--- src/rtl/dmx_pkg.sv ---
// Package: shared types and register offsets for the block DMA engine.
// Assumes byte-wide configuration registers laid out from a common base.
package dmx_pkg;

    // Sequencer states: idle, waiting for the bus, read phase, write phase, release.
    typedef enum logic [2:0] {
        ST_IDLE = 3'd0,
        ST_REQ  = 3'd1,
        ST_RD   = 3'd2,
        ST_WR   = 3'd3,
        ST_REL  = 3'd4
    } dmx_state_e;

    // Offsets from the register base; the source-high offset is the start command.
    localparam int unsigned OFS_SRC_LO = 0;
    localparam int unsigned OFS_SRC_HI = 1;
    localparam int unsigned OFS_LEN_LO = 2;
    localparam int unsigned OFS_LEN_HI = 3;
    localparam int unsigned NUM_REGS   = 4;

endpackage

--- src/rtl/dmx_cfg_regs.sv ---
// Module: configuration register file of the block DMA engine.
// Decodes full-width write addresses, stores the source-low byte and the
// length, and turns a write to the source-high offset into a start pulse.
// Assumes writes are single-cycle strobes; all writes are dropped while busy.
module dmx_cfg_regs
    import dmx_pkg::*;
#(
    parameter int unsigned DATA_W   = 8,
    parameter int unsigned REG_BASE = 'hFFF4
) (
    input  logic                  clk,
    input  logic                  rst_n,
    input  logic                  cfg_we,
    input  logic [2*DATA_W-1:0]   cfg_addr,
    input  logic [DATA_W-1:0]     cfg_wdata,
    input  logic                  busy,
    output logic                  start,
    output logic [2*DATA_W-1:0]   src_addr,
    output logic [2*DATA_W-1:0]   xfer_len
);
    localparam int unsigned WORD_W = 2 * DATA_W;
    localparam int unsigned BYTES  = WORD_W / DATA_W;

    logic [WORD_W-1:0] ofs;
    logic [1:0]        sel;
    logic              wr_ok;
    logic [DATA_W-1:0] src_lo_q;
    logic [WORD_W-1:0] len_q;

    // Offset of the write from the register base and its acceptance.
    always_comb begin
        ofs   = cfg_addr - WORD_W'(REG_BASE);
        sel   = ofs[1:0];
        wr_ok = cfg_we && !busy && (ofs < WORD_W'(NUM_REGS));
    end

    // Source-address low byte storage.
    always_ff @(posedge clk) begin
        if (!rst_n)                              src_lo_q <= '0;
        else if (wr_ok && sel == 2'(OFS_SRC_LO)) src_lo_q <= cfg_wdata;
    end

    // One storage byte per length slice, low byte first.
    for (genvar b = 0; b < BYTES; b++) begin : g_len
        always_ff @(posedge clk) begin
            if (!rst_n)
                len_q[b*DATA_W +: DATA_W] <= '0;
            else if (wr_ok && sel == 2'(OFS_LEN_LO + b))
                len_q[b*DATA_W +: DATA_W] <= cfg_wdata;
        end
    end

    // Start pulse and the address it launches.
    always_comb begin
        start    = wr_ok && (sel == 2'(OFS_SRC_HI));
        src_addr = {cfg_wdata, src_lo_q};
        xfer_len = len_q;
    end

    // configuration storage must not move while a transfer runs.
    assert_busy_write_ignored_R8: assert property (
        @(posedge clk) disable iff (!rst_n)
        (busy && cfg_we) |=> ($stable(len_q) && $stable(src_lo_q)));

endmodule

--- src/rtl/dmx_xfer_fsm.sv ---
// Module: transfer sequencer of the block DMA engine.
// Owns the hold handshake, the running address and the remaining count.
// Assumes hold_ack stays high from its rise until hold_req falls.
module dmx_xfer_fsm
    import dmx_pkg::*;
#(
    parameter int unsigned WORD_W = 16
) (
    input  logic              clk,
    input  logic              rst_n,
    input  logic              start,
    input  logic [WORD_W-1:0] src_addr,
    input  logic [WORD_W-1:0] xfer_len,
    input  logic              hold_ack,
    output logic              hold_req,
    output logic              busy,
    output logic              rd_phase,
    output logic              wr_phase,
    output logic [WORD_W-1:0] cur_addr
);
    dmx_state_e        st_q, st_d;
    logic [WORD_W-1:0] addr_q;
    logic [WORD_W-1:0] remain_q;
    logic              last_byte;

    // Next-state selection.
    always_comb begin
        st_d      = st_q;
        last_byte = (remain_q == WORD_W'(1));
        unique case (st_q)
            ST_IDLE: if (start && xfer_len != '0) st_d = ST_REQ;
            ST_REQ:  if (hold_ack)               st_d = ST_RD;
            ST_RD:   if (hold_ack)               st_d = ST_WR;
            ST_WR:   if (hold_ack)               st_d = last_byte ? ST_REL : ST_RD;
            ST_REL:  if (!hold_ack)              st_d = ST_IDLE;
            default:                             st_d = ST_IDLE;
        endcase
    end

    // State register.
    always_ff @(posedge clk) begin
        if (!rst_n) st_q <= ST_IDLE;
        else        st_q <= st_d;
    end

    // Address and count: load on start, step after each forwarded byte.
    always_ff @(posedge clk) begin
        if (!rst_n) begin
            addr_q   <= '0;
            remain_q <= '0;
        end else if (st_q == ST_IDLE && start && xfer_len != '0) begin
            addr_q   <= src_addr;
            remain_q <= xfer_len;
        end else if (st_q == ST_WR && hold_ack) begin
            addr_q   <= addr_q + WORD_W'(1);
            remain_q <= remain_q - WORD_W'(1);
        end
    end

    // Decoded outputs.
    always_comb begin
        hold_req = (st_q == ST_REQ) || (st_q == ST_RD) || (st_q == ST_WR);
        busy     = (st_q != ST_IDLE);
        rd_phase = (st_q == ST_RD);
        wr_phase = (st_q == ST_WR);
        cur_addr = addr_q;
    end

    // an accepted start with a non-zero length requests the bus next cycle.
    assert_start_requests_R3: assert property (
        @(posedge clk) disable iff (!rst_n)
        (start && xfer_len != '0) |=> (hold_req && busy));

    // a zero-length start leaves the engine idle.
    assert_zero_len_idle_R7: assert property (
        @(posedge clk) disable iff (!rst_n)
        (start && xfer_len == '0) |=> (!hold_req && !busy));

    // the request is withdrawn only right after an I/O write phase.
    assert_release_after_write_R6: assert property (
        @(posedge clk) disable iff (!rst_n)
        $fell(hold_req) |-> $past(wr_phase));

    // busy ends only after the request is gone and the acknowledge dropped.
    assert_busy_until_ack_low_R9: assert property (
        @(posedge clk) disable iff (!rst_n)
        $fell(busy) |-> (!$past(hold_req) && !$past(hold_ack)));

endmodule

--- src/rtl/dmx_bus_drive.sv ---
// Module: bus output stage of the block DMA engine.
// Gates strobes with the acknowledge and parks address and data at zero
// whenever the engine is not actively driving.
// Assumes memory read data arrives one clock after the read strobe.
module dmx_bus_drive #(
    parameter int unsigned DATA_W = 8,
    parameter int unsigned WORD_W = 16
) (
    input  logic              rd_phase,
    input  logic              wr_phase,
    input  logic              hold_ack,
    input  logic [WORD_W-1:0] cur_addr,
    input  logic [DATA_W-1:0] mem_rdata,
    output logic              mem_rd_en,
    output logic [WORD_W-1:0] mem_addr,
    output logic              io_wr_en,
    output logic [DATA_W-1:0] io_wdata
);
    // Strobe gating and zero-parking of the driven buses.
    always_comb begin
        mem_rd_en = rd_phase && hold_ack;
        io_wr_en  = wr_phase && hold_ack;
        mem_addr  = mem_rd_en ? cur_addr  : '0;
        io_wdata  = io_wr_en  ? mem_rdata : '0;
    end

endmodule

--- src/rtl/dma_blk_mover.sv ---
// Module: top of the block DMA engine (memory to a fixed I/O port).
// Connects the register file, the sequencer and the bus output stage.
// Assumes a processor that honours the hold handshake and a memory with
// one-cycle read latency.
module dma_blk_mover #(
    parameter int unsigned DATA_W   = 8,
    parameter int unsigned REG_BASE = 'hFFF4
) (
    input  logic                clk,
    input  logic                rst_n,
    input  logic                cfg_we,
    input  logic [2*DATA_W-1:0] cfg_addr,
    input  logic [DATA_W-1:0]   cfg_wdata,
    output logic                hold_req,
    input  logic                hold_ack,
    output logic                busy,
    output logic                mem_rd_en,
    output logic [2*DATA_W-1:0] mem_addr,
    input  logic [DATA_W-1:0]   mem_rdata,
    output logic                io_wr_en,
    output logic [DATA_W-1:0]   io_wdata
);
    localparam int unsigned WORD_W = 2 * DATA_W;

    logic              start;
    logic [WORD_W-1:0] src_addr;
    logic [WORD_W-1:0] xfer_len;
    logic              rd_phase;
    logic              wr_phase;
    logic [WORD_W-1:0] cur_addr;

    dmx_cfg_regs #(.DATA_W(DATA_W), .REG_BASE(REG_BASE)) u_regs (
        .clk       (clk),
        .rst_n     (rst_n),
        .cfg_we    (cfg_we),
        .cfg_addr  (cfg_addr),
        .cfg_wdata (cfg_wdata),
        .busy      (busy),
        .start     (start),
        .src_addr  (src_addr),
        .xfer_len  (xfer_len)
    );

    dmx_xfer_fsm #(.WORD_W(WORD_W)) u_fsm (
        .clk      (clk),
        .rst_n    (rst_n),
        .start    (start),
        .src_addr (src_addr),
        .xfer_len (xfer_len),
        .hold_ack (hold_ack),
        .hold_req (hold_req),
        .busy     (busy),
        .rd_phase (rd_phase),
        .wr_phase (wr_phase),
        .cur_addr (cur_addr)
    );

    dmx_bus_drive #(.DATA_W(DATA_W), .WORD_W(WORD_W)) u_bus (
        .rd_phase  (rd_phase),
        .wr_phase  (wr_phase),
        .hold_ack  (hold_ack),
        .cur_addr  (cur_addr),
        .mem_rdata (mem_rdata),
        .mem_rd_en (mem_rd_en),
        .mem_addr  (mem_addr),
        .io_wr_en  (io_wr_en),
        .io_wdata  (io_wdata)
    );

    // no bus strobe outside a granted hold.
    assert_no_drive_without_hold_R4: assert property (
        @(posedge clk) disable iff (!rst_n)
        (mem_rd_en || io_wr_en) |-> (hold_req && hold_ack));

    // each read after a write step is one address above the previous read.
    assert_addr_steps_by_one_R5: assert property (
        @(posedge clk) disable iff (!rst_n)
        (mem_rd_en && $past(io_wr_en)) |-> (mem_addr == $past(mem_addr, 2) + WORD_W'(1)));

endmodule

--- config.mk ---
export PLATFORM = sky130hd
export DESIGN_NAME = dma_blk_mover
export DESIGN_NICKNAME = d
export VERILOG_FILES = /design/src/rtl/dmx_pkg.sv /design/src/rtl/dmx_cfg_regs.sv /design/src/rtl/dmx_xfer_fsm.sv /design/src/rtl/dmx_bus_drive.sv /design/src/rtl/dma_blk_mover.sv
export SDC_FILE = /design/constraint.sdc
export NUM_CORES = 1
export LEC_CHECK = 0
export ABC_CLOCK_PERIOD_IN_PS = 2900
export BUFFER_PORTS_ARGS = -buffer_cell sky130_fd_sc_hd__buf_2
export CAP_MARGIN = 0
export CORE_ASPECT_RATIO = 0.7
export CORE_MARGIN = 3
export CORE_UTILIZATION = 50
export DETAILED_ROUTE_END_ITERATION = 10
export GPL_TIMING_DRIVEN = 0
export PLACE_DENSITY_LB_ADDON = 0.05
export SETUP_SLACK_MARGIN = 0.05
export SYNTH_ARGS = -nofsm -noshare
export SYNTH_HDL_FRONTEND = slang
export SYNTH_SLANG_ARGS = --single-unit
--- constraint.sdc ---
create_clock -name clk -period 2.9 [get_ports clk]
set_clock_uncertainty 0.2 [all_clocks]
set_input_delay 0.58 -clock clk [delete_from_list [all_inputs] [get_ports clk]]
set_output_delay 0.58 -clock clk [all_outputs]
set_load 0.02 [all_outputs]
; ---- Word level (Yosys, flattened, before mapping)
; Cells that the tools add are included.
[word_totals]
ff_bits = 59
latch_bits = 0
ramBits = 0
mem_bits_ro = 0
in_bits = 36
out_inout_bits = 28
elab_cells = 56
mem_count = 0
[classes]
n_addsub = 3
n_mul = 0
div_mod_pow = 0
order_cmp = 1
eq_ne = 13
shifts = 0
n_mux = 13
n_bitwise = 0
n_reduce_logical = 20
[op_table]
columns = cell, n
row1 = $mux 16, 5
row2 = $mux 3, 6
row3 = $add 16x1->16 const B, 1
row4 = $eq 16x1->1 const B, 1
row5 = $lt 16x3->1 const B, 1
row6 = $reduce_bool 16->1, 1
row7 = $sub 16x1->16 const B, 1
row8 = $sub 16x16->16 const B, 1
row9 = $pmux 3 s5, 1
row10 = $logic_and 1x1->1, 11
row11 = $mux 8, 1
row12 = $ne 2x2->1 const B, 4
row13 = $eq 3x2->1 const B, 2
row14 = $reduce_and 5->1, 1
row15 = $eq 2x2->1 const B, 2
row16 = $eq 3x1->1 const B, 1
row17 = $eq 3x3->1 const B, 1
row18 = $logic_not 3->1, 1
row19 = $reduce_bool 3->1, 1
row20 = $eq 2x1->1 const B, 1
row21 = $logic_not 2->1, 1
row22 = $logic_or 1x1->1, 2
row23 = $ne 2x1->1 const B, 1
row24 = $reduce_bool 2->1, 1
row25 = $logic_not 1->1, 1

; ---- Longest topological paths before layout
; Gate-level depths: netlist (run 1).
[logic_depth]
word_depth = 8
ltp_mapped = 8
mapped_depth_nobuf = 6

; ---- Cells and area by module
; Synthesis (run 1) repeated with hierarchy kept, for this count alone.
[unflattened]
cells_unflattened = 395
area_unflattened_um2 = 3283.1
[by_module_without_submodules]
columns = mod, n_inst, cells_each, area_per_inst_um2, seq_area_each_um2
row1 = dmx_xfer_fsm, 1, 253, 1980.6, 700.7
row2 = dmx_cfg_regs, 1, 113, 1104.8, 480.5
row3 = dmx_bus_drive, 1, 29, 197.7, 0.0

; ---- Least setup slack after synthesis (run 1)
; No wires, ideal clock.
[synth_path]
path_type = input to register
startpoint = input port cfg_addr[10]
endpoint = register u_fsm.addr_q[14], in the netlist u_fsm.cur_addr[14]
setup_ps = 139
arrival_ps = 2243
t_required_ps = 2561
slack_ps = 318
path_stages = 8
n_path_buf = 3
path_cell_list = nand4_1 -> or4_1 -> buf_4 -> or4_4 -> buf_6 -> buf_6 -> nand4_1 -> o211ai_1
[synth_via]
elab_chain_len = 7
elab_cells_between_ends = 8
cone_classes = add/sub (1) / order compare (1) / mux (1) / reduce/logical (5)
[synth_rtl]
columns = item, line_no
row1 = start: declaration, dma_blk_mover.sv:12  ; input logic [2*DATA_W-1:0] cfg_addr,
row2 = $sub 16x16->16 (*), dmx_cfg_regs.sv:32  ; ofs = cfg_addr - WORD_W'(REG_BASE);
row3 = $lt 16x3->1 (*), dmx_cfg_regs.sv:34  ; wr_ok = cfg_we && !busy && (ofs < WORD_W'(NUM_REGS));
row4 = $logic_and 1x1->1 (*), dmx_cfg_regs.sv:34
row5 = $logic_and 1x1->1 (*), dmx_cfg_regs.sv:55  ; start = wr_ok && (sel == 2'(OFS_SRC_HI));
row6 = $logic_and 1x1->1 (*) (2 in series), dmx_xfer_fsm.sv:51  ; end else if (st_q == ST_IDLE && start && xfer_len != '0) begin
row7 = $mux 16 / $reduce_bool 2->1 (equally long branches), -
row8 = end signal: assignment, dmx_xfer_fsm.sv:52  ; addr_q <= src_addr;
row9 = end signal: assignment, dmx_xfer_fsm.sv:55  ; addr_q <= addr_q + WORD_W'(1);
row10 = end: declaration, dmx_xfer_fsm.sv:22  ; logic [WORD_W-1:0] addr_q;
; Mark *: on every way between the ends. The rest lies on a longest branch, timed or not.
; A chain may end at the register's enable or synchronous reset.

; ---- Final worst setup path (run 1)
[layout_path]
startpoint = register u_fsm.st_q[0]
endpoint = output port io_wdata[5]
[layout_via]
elab_chain_len = 3
[layout_rtl]
columns = item, line_no
row1 = start: declaration, dmx_xfer_fsm.sv:21  ; dmx_state_e st_q, st_d;
row2 = start signal: assignment, dmx_xfer_fsm.sv:43  ; else st_q <= st_d;
row3 = $eq 3x2->1, dmx_xfer_fsm.sv:65  ; wr_phase = (st_q == ST_WR);
row4 = $logic_and 1x1->1, dmx_bus_drive.sv:22  ; io_wr_en = wr_phase && hold_ack;
row5 = $mux 8, dmx_bus_drive.sv:24  ; io_wdata = io_wr_en ? mem_rdata : '0;
row6 = end: declaration, dma_blk_mover.sv:21  ; output logic [DATA_W-1:0] io_wdata
; Every way passes these cells.

==> flow_summary.yaml, run 1 <==
clocking:
  numCtsBuffers: 9
  cts_hold_buf: 0
  cts_max_level: 3
  clk_latency_ns: 0.35
  cts_sinks: 59
  clk_pin_slew_ns: 0.07
  cts.path.max_buffers: 2
  cts-root-buf: "clkbuf_8"
  cts_tree: "done"
final_layout:
  layout-drive-gt1-share: 0.246
  nFillCells: 513
  multiInputGateArea_um2: 1760
  insertedDiodeCount: 0
  utilization: 0.640
  stdcell_area_um2: 3720
  area.growth.synth_to_final_pct: 22.0
  regArea_um2: 1180
  final_nets: 461
synth:
  syn-instance-count: 347
  synth-warning-count: 0
  synth.cell_area_um2: 3050
  async_flop_share: 0
  ys_seq_area_frac: 0.387
  synthDistinctLibCells: 52
  ys.flop_type: "dfxtp_1"
  syn_avg_cell_area_um2: 8.79
  ys_ff_latch: 59
  synth_top_cell_area_share: 0.387
  syn_nets: 386
  synth_edf_count: 0
  synth_area_leader_cell: "dfxtp_1"
  yosysMostFrequentCell: "dfxtp_1"
  synthTopCellsByArea: "dfxtp_1, mux2i_1, nor2_1"
  netlist_top_cells_count: "dfxtp_1, nor2_1, a21oi_1, and2_1, mux2i_1"
die:
  io_pins: 64
  start_util: 0.525
  fp.dieH_um: 71.4
  core_area_um2: 5810
  die_w_um: 99.4
  rows: 23
  die_area_um2: 7090
drt:
  vias: 2950
  routedWlPerCell_um: 17.8
  wirelength_um: 8940
  dr.first_iter.drc_count: 213
  drc: 0
  antenna_left: 0
  firstDrtPassIters: 5
  via_per_inst: 5.89
worst_setup_path:
  critPathKind: "flop to primary output"
  cp-start-kind: "flop"
  arrival_ns: 1.82
  cp_max_fo: 17
  endpoint_kind: "primary output"
  worstPathRequired_ns: 2.12
power:
  p_comb_frac: 0.037
  power.switching_mw: 0.374
  p_leak_nw: 1.52
  swShare: 0.219
  clkPwrFrac: 0.488
  seqPwrFrac: 0.475
  ir_drop_uv: 305
  p_per_area_nw_per_um2: 459
  cell_internal_pwr_mw: 1.33
  total_power_mw: 1.71
place:
  placed_area_um2: 3460
  place_congestion: 0.874
  port_buffers: 63
  dp_hpwl_um: 6400
sta:
  tightest_slew_ns: 0.756
  fmax_ghz: 0.385
  drv_slew: 0
  slew_headroom: 0.492
  hold_violations: 0
  whs_ns: 0.282
  period_needed_ns: 2.60
  period_share: 0.895
  rsz0062_at_grt: "no"
  setup_viol: 0
grt:
  first_global_vias: 2639
  overflow: 0
  grt_max_degree: 11
  track_usage: 0.259
  antenna_found_initial: 0
  grt_pass1_wl_um: 14200
job:
  cap_viol_max_count: 0
min_path:
  hold_path.class: "flop to flop"
outcome:
  status: "finished, final reports clean"
path summary, 6_finish.rpt:
path	cells past startpoint	start	to	slack [ns]
worst max-delay path	5	u_fsm.st_q[0]	io_wdata[5]	0.30
worst min-delay path	2	u_fsm.remain_q[5]	u_fsm.remain_q[5]	0.28
worst max register to register	7	u_fsm.st_q[0]	u_fsm.cur_addr[4]	0.33
worst min register to register	2	u_fsm.remain_q[5]	u_fsm.remain_q[5]	0.28
what timing repair did:
| item | 4_1_cts | 5_1_grt |
|---|---|---|
| endpoints found under the hold margin | 0 | 0 |
| setup buffers | 1 | 2 |
| gates resized for setup | 2 | 2 |
| setup endpoints to repair | 26 | 30 |
| pin swaps | 1 | 1 |
metal layers:
layer | part of all wire | wire length (µm) | global-route usage | vias to the layer above
met3 | 0.091 | 816 | 0.0593 | 16
met1 | 0.47 | 4240 | 0.398 | 1383
met4 | 0.014 | 128 | 0.0682 | 0
met5 | 0 | 0 | 0 | -
li1 | - | - | - | 1422
met2 | 0.42 | 3750 | 0.361 | 129
layout by cell type (no fill, tap or decap), drive strengths merged, types with 2 or more instances in the layout:
cell	instances
ha	3
inv	8
nor2	44
nand2	9
a21oi	31
a31oi	4
clkbuf	19
and4	2
a211oi	7
xor2	9
nand4	12
nand3b	3
or4	5
nand3	18
o211ai	6
dfxtp	59
buf	75
mux2i	24
clkinv	2
nor4	13
nand4b	3
a2bb2oi	2
o311ai	2
bufinv	2
and2	24
nand2b	2
xnor2	5
and3	3
nor3	7
o21ai	8
layout make-up:
class | instances | area share
plain buffers | 18 | 0.0282
clock buffers | 10 | 0.0370
clock inverters | 5 | 0.0208
inverters | 8 | 0.00807
multi-input cells | 260 | 0.473
flip-flops and latches | 59 | 0.317
well taps | 75 | 0.0252
repair buffers | 66 | 0.0908
state kept, by name, summed over array words and instances, names as in the netlist:
signal	count
u_regs.xfer_len	16
u_fsm.st_q	3
u_regs.src_lo_q	8
u_fsm.cur_addr	16
u_fsm.remain_q	16
cell families (layout without fill, tap and decap cells):
logic type | after synthesis | after routing | synth area share
adder cells (fa/ha/maj) | 3 | 3 | 0.0123
buffers and inverters | 28 | 107 | 0.0468
XOR/XNOR | 14 | 14 | 0.0402
flip-flops | 59 | 59 | 0.387
multiplexers | 24 | 24 | 0.0788
AO/OA/AOI/OAI | 68 | 68 | 0.151
AND/OR/NAND/NOR | 151 | 151 | 0.283
critical path: stages, from the launching register on:
cell and delay (ns):
dfxtp_1 0.31, clkbuf_1 0.32, nand4b_1 0.25, inv_2 0.27, and2_1 0.17, buf_2 0.16
power by group through the flow:
| stage | Sequential (mW) | Clock [mW] | Combinational [mW] |
|---|---|---|---|
| 2_1_floorplan | 0.828 | 0 | 0.0193 |
| 3_3_place_gp | 0.828 | 0 | 0.0599 |
| 3_5_place_dp | 0.828 | 0 | 0.0608 |
| 4_1_cts | 0.810 | 0.833 | 0.0616 |
| 5_1_grt | 0.810 | 0.871 | 0.0689 |
| 6_report | 0.810 | 0.834 | 0.0629 |
through the flow:
step | worst slack, ns | setup TNS [ns] | instances
after detailed placement | -0.298 | -3.29 | 485
after global routing | 0.118 | 0 | 501
after floorplan | 0.318 | 0 | 347
after global placement | -0.195 | -2.86 | 485
final | 0.304 | 0 | 501
after CTS | 0.0336 | 0 | 501
Note: power is estimated with default switching activity, not from simulation.
==> run 2: changes to the inputs <==
==> constraint.sdc (replaced) <==
create_clock -name clk -period 2.9 [get_ports clk]
set_clock_uncertainty 0.2 [all_clocks]
set_input_delay 0.145 -clock clk [delete_from_list [all_inputs] [get_ports clk]]
set_output_delay 0.145 -clock clk [all_outputs]
set_load 0.02 [all_outputs]
==> flow_summary.yaml, run 2 (synthesized netlist as in run 1, its figures left out) <==
die:
  die_w_um: 99.4
  die_area_um2: 7090
  io_pins: 64
  core_area_um2: 5810
  start_util: 0.525
  fp.dieH_um: 71.4
  rows: 23
worst_setup_path:
  critPathKind: "flop to primary output"
  endpoint_kind: "primary output"
  cp-start-kind: "flop"
  worstPathRequired_ns: 2.56
  arrival_ns: 2.23
  worstPathCellList: "clkbuf_1 -> nor4bb_2 -> clkbuf_1 -> and2_1 -> buf_2"
  cp_common_cell: "clkbuf_1"
  cp_slowest_cell: "nor4bb_2"
  cp_max_fo: 10
  critPathMaxStageDelay_ns: 0.70
drt:
  routedWlPerCell_um: 17.5
  vias: 2964
  dr.first_iter.drc_count: 236
  via_per_inst: 5.81
  wirelength_um: 8950
  antenna_left: 0
  firstDrtPassIters: 5
  drc: 0
final_layout:
  final_cell_mix: "buf_2, dfxtp_1, nor2_1"
  stdcell_area_um2: 3800
  area.growth.synth_to_final_pct: 24.5
  insertedDiodeCount: 0
  regArea_um2: 1180
  layout-drive-gt1-share: 0.234
  multiInputGateArea_um2: 1750
  layout.cells.most_common: "buf_2"
  final_nets: 470
  nFillCells: 509
job:
  cap_viol_max_count: 0
clocking:
  cts_sinks: 59
  cts_max_level: 3
  clk_latency_ns: 0.34
  cts.path.max_buffers: 2
  numCtsBuffers: 9
  cts_tree: "done"
  clk_pin_slew_ns: 0.07
  cts-root-buf: "clkbuf_8"
outcome:
  status: "finished, final reports clean"
grt:
  first_global_vias: 2701
  track_usage: 0.260
  grt_pass1_wl_um: 14200
  grt_max_degree: 11
  overflow: 0
  antenna_found_initial: 0
place:
  place_congestion: 0.874
  port_buffers: 63
  dp_hpwl_um: 6400
  placed_area_um2: 3460
sta:
  slew_headroom: 0.498
  fmax_ghz: 0.388
  rsz0062_at_grt: "no"
  tightest_slew_ns: 0.747
  setup_viol: 0
  drv_slew: 0
  tns_ns: 0
  period_needed_ns: 2.58
  hold_violations: 0
  period_share: 0.889
power:
  p_per_area_nw_per_um2: 452
  ir_drop_uv: 306
  p_leak_nw: 1.55
min_path:
  hold_path.class: "input pin to flop"
## run 2: per-layer routing
layer  routed length (µm)  GRT usage  vias to the layer above
li1                     -          -                     1439
met1                 4270      0.394                     1388
met2                 3780      0.370                      122
met3                  769     0.0593                       15
met4                  135     0.0697                        0
met5                    0          0                        -
## run 2: per-stage QoR
stage / power (mW) / cells / utilization / hold slack [ns] / worst slack [ns]
after floorplan: 0.848 / 347 / - / 0.0446 / 0.602
after global placement: 0.888 / 485 / 0.595 / 0.211 / 0.217
after detailed placement: 0.889 / 485 / 0.595 / 0.217 / 0.214
after CTS: 1.71 / 510 / 0.650 / 0.0787 / 0.166
after global routing: 1.76 / 510 / 0.653 / 0.110 / 0.112
final: 1.72 / 510 / 0.653 / 0.0860 / 0.321
## run 2: critical path, delay by kind of cell, from the launching register on
kind	cells	cell delay, ns
buf+inv	3	0.69
simple gates	2	0.90
flops	1	0.30
## run 2: worst paths after layout
path	start	to	slack (ns)	depth (start not counted)
worst max register to register	u_fsm.st_q[0]	u_fsm.remain_q[9]	0.34	7
worst max-delay path	u_fsm.st_q[0]	mem_addr[7]	0.32	5
worst min-delay path	cfg_addr[0]	u_regs.xfer_len[0]	0.09	4
worst min register to register	u_fsm.remain_q[5]	u_fsm.remain_q[5]	0.28	2
## run 2: area by class of cell
class / instances / share of cell area
Timing Repair Buffer: 73 / 0.109
Sequential cell: 59 / 0.311
Clock buffer: 10 / 0.0362
Inverter: 8 / 0.00791
Multi-Input combinational cell: 260 / 0.461
Buffer: 20 / 0.0296
Tap cell: 75 / 0.0247
Clock inverter: 5 / 0.0204
## run 2: timing repair
action / CTS / global route
pin swaps: 0 / 0
endpoints found under the hold margin: 36 / 0
resized for setup: 1 / 2
hold buffers: 10 / 0
setup endpoints to repair: 4 / 11
buffers inserted: 0 / 0
cloned: 0 / 0
## run 2: power breakdown
group / switching, mW / total (mW) / internal [mW]
Clock: 0.335 / 0.835 / 0.499
Combinational: 0.0408 / 0.0730 / 0.0322
Sequential: 0.0000567 / 0.810 / 0.810
==> run 3: changes to the inputs <==
--- a/config.mk
+++ b/config.mk
@@ -5,9 +5,10 @@
 export SDC_FILE = /design/constraint.sdc
 export NUM_CORES = 1
 export LEC_CHECK = 0
+export ABC_AREA = 1
 export ABC_CLOCK_PERIOD_IN_PS = 2900
 export BUFFER_PORTS_ARGS = -buffer_cell sky130_fd_sc_hd__buf_2
-export CAP_MARGIN = 0
+export CAP_MARGIN = 20
 export CORE_ASPECT_RATIO = 0.7
 export CORE_MARGIN = 3
 export CORE_UTILIZATION = 50
@@ -15,6 +16,7 @@
 export GPL_TIMING_DRIVEN = 0
 export PLACE_DENSITY_LB_ADDON = 0.05
 export SETUP_SLACK_MARGIN = 0.05
+export SLEW_MARGIN = 20
 export SYNTH_ARGS = -nofsm -noshare
 export SYNTH_HDL_FRONTEND = slang
 export SYNTH_SLANG_ARGS = --single-unit
==> flow_summary.yaml, run 3 <==
sta:
  period_needed_ns: 2.37
  rsz0062_at_grt: "no"
  fmax_ghz: 0.423
  tns_ns: 0
  slew_headroom: 0.642
  tightest_slew_ns: 0.536
  period_share: 0.816
  setup_viol: 0
  drv_slew: 0
  hold_violations: 0
  setup_ws_ns: 0.534
worst_setup_path:
  cp_slowest_cell: "dfxtp_1"
  endpoint_kind: "primary output"
  ff2ff_setup_slack_ns: 0.54
  r2r_start: "u_fsm.st_q[2]"
  worstRegToRegCells: 9
  rr_endpoint: "u_regs.src_lo_q[0]"
  cp_max_fo: 10
  critPathKind: "flop to primary output"
  critPathMaxStageDelay_ns: 0.43
  cp_common_cell: "inv_2"
  worstPathRequired_ns: 2.56
  worstPathCellList: "nand2_1 -> nor2_2 -> inv_2 -> nor2_4 -> inv_2 -> clkbuf_1 -> nor2_1 -> buf_2"
  arrival_ns: 2.02
  cp-start-kind: "flop"
die:
  die_w_um: 109
  start_util: 0.530
  io_pins: 64
  core_area_um2: 6940
  die_area_um2: 8440
  fp.dieH_um: 77.8
  rows: 25
clocking:
  cts-root-buf: "clkbuf_8"
  numCtsBuffers: 9
  cts_tree: "done"
  clk_pin_slew_ns: 0.07
  cts.path.max_buffers: 2
  clk_latency_ns: 0.35
  cts_max_level: 3
  cts_sinks: 59
  cts_setup_buffers: 0
drt:
  wirelength_um: 10900
  dr.first_iter.drc_count: 414
  via_per_inst: 5.29
  routedWlPerCell_um: 14.1
  vias: 4102
  antenna_left: 0
  drc: 0
  firstDrtPassIters: 5
synth:
  synthDistinctLibCells: 31
  ys_ff_latch: 59
  synth-warning-count: 0
  synth_area_leader_cell: "dfxtp_1"
  yosysMostFrequentCell: "nor2_1"
  synth.cell_area_um2: 3680
  syn-instance-count: 591
  synth_top_cell_area_share: 0.321
  syn_avg_cell_area_um2: 6.23
  syn_nets: 630
  netlist_top_cells_count: "nor2_1, nand2_1, nand3_1, inv_1, dfxtp_1"
  ys_seq_area_frac: 0.321
  synthTopCellsByArea: "dfxtp_1, nor2_1, nand3_1"
  ys.flop_type: "dfxtp_1"
  async_flop_share: 0
  synth_edf_count: 0
final_layout:
  layout-drive-gt1-share: 0.169
  layout.cells.most_common: "nor2_1"
  final_cell_mix: "nor2_1, nand2_1, nand3_1"
  final_nets: 715
  area.growth.synth_to_final_pct: 21.0
  insertedDiodeCount: 0
  utilization: 0.641
power:
  p_leak_nw: 2.23
  seqPwrFrac: 0.410
  p_comb_frac: 0.172
  cell_internal_pwr_mw: 1.48
  ir_drop_uv: 360
  clkPwrFrac: 0.417
  p_per_area_nw_per_um2: 469
  total_power_mw: 2.09
  swShare: 0.290
  power.switching_mw: 0.605
grt:
  grt_pass1_wl_um: 18100
  grt_max_degree: 11
  first_global_vias: 3715
  track_usage: 0.274
  antenna_found_initial: 0
  overflow: 0
place:
  dp_hpwl_um: 8390
  port_buffers: 62
  pre_cts_slack_ns: 0.894
  place_congestion: 0.903
job:
  cap_viol_max_count: 0
min_path:
  worstHoldStart: "cfg_addr[0]"
  hold_path.class: "input pin to flop"
  hold-path-endpoint: "u_regs.src_lo_q[4]"
  hold-path-cell-count: 4
outcome:
  status: "finished, final reports clean"
[run 3: cell count changes after synthesis, sizes merged, moves of 8 or more]
cell	delta
nand3	+61
nand2	+86
mux2i	-24
nor3	+12
nor4	-13
o21ai	+31
inv	+70
nor2	+122
and2	-24
a21oi	-25
nand4	-8
[run 3: what timing repair did]
action | 4_1_cts | 5_1_grt
resized for setup | 0 | 0
endpoints found under the hold margin | 25 | 0
endpoints found under the setup margin | 0 | 0
hold buffers | 12 | 0
[run 3: cell families (layout without fill, tap and decap cells)]
logic type                 Yosys count  after routing  share of synthesized area
AOI/OAI and AO/OA                   47             47                     0.0694
xor gates and xnor gates            19             19                     0.0452
adders and majority gates            3              3                     0.0102
buffers and inverters               98            188                      0.111
DFF                                 59             59                      0.321
and+or+nand+nor                    365            365                      0.444
[run 3: layout make-up]
class,instances,area (µm²)
Clock buffer,11,151
Multi-Input combinational cell,434,2090
Clock inverter,5,75.1
Fill cell,665,2490
Buffer,20,114
Timing Repair Buffer,74,430
Sequential cell,59,1180
Inverter,78,293
Tap cell,94,118
[run 3: metrics by stage]
| stage | hold slack [ns] | instance area, µm² | instances |
|---|---|---|---|
| 2_1_floorplan | 0.0799 | 3680 | 591 |
| 3_3_place_gp | 0.261 | 4110 | 747 |
| 3_5_place_dp | 0.269 | 4110 | 747 |
| 4_1_cts | 0.0595 | 4450 | 775 |
| 5_1_grt | 0.102 | 4450 | 775 |
| 6_report | 0.0731 | 4450 | 775 |
[run 3: how the worst max path moves through the flow]
stage | startpoint | endpoint | slack (ns) | cells past startpoint
floorplan | u_fsm.st_q[1] | mem_addr[10] | 0.95 | 7
detailed placement | u_fsm.st_q[0] | io_wdata[1] | 0.89 | 8
global placement | u_fsm.st_q[0] | io_wdata[0] | 0.96 | 8
global route | u_fsm.st_q[0] | io_wdata[7] | 0.36 | 8
finish | u_fsm.st_q[0] | io_wdata[1] | 0.53 | 8
CTS | u_fsm.st_q[0] | io_wdata[1] | 0.51 | 8
[run 3: per-layer routing]
metal,track usage,wire length (µm),up-vias
met5,0,0,-
met4,0.0933,202,0
met3,0.0657,1140,21
met2,0.395,4400,215
met1,0.396,5180,1844
li1,-,-,2022
[run 3: power groups by stage]
stage               clock [mW]  sequential, mW  combinational (mW)
global placement             0           0.875               0.340
global route             0.920           0.859               0.398
CTS                      0.882           0.857               0.359
floorplan                    0           0.870               0.249
finish                   0.871           0.857               0.360
detailed placement           0           0.875               0.347
[run 3: worst max-delay path: cells and delay by family, from the launching register on]
family | cells | cell delay, ns
and+or+nand+nor | 4 | 0.58
buffers and inverters | 4 | 0.66
DFF | 1 | 0.43
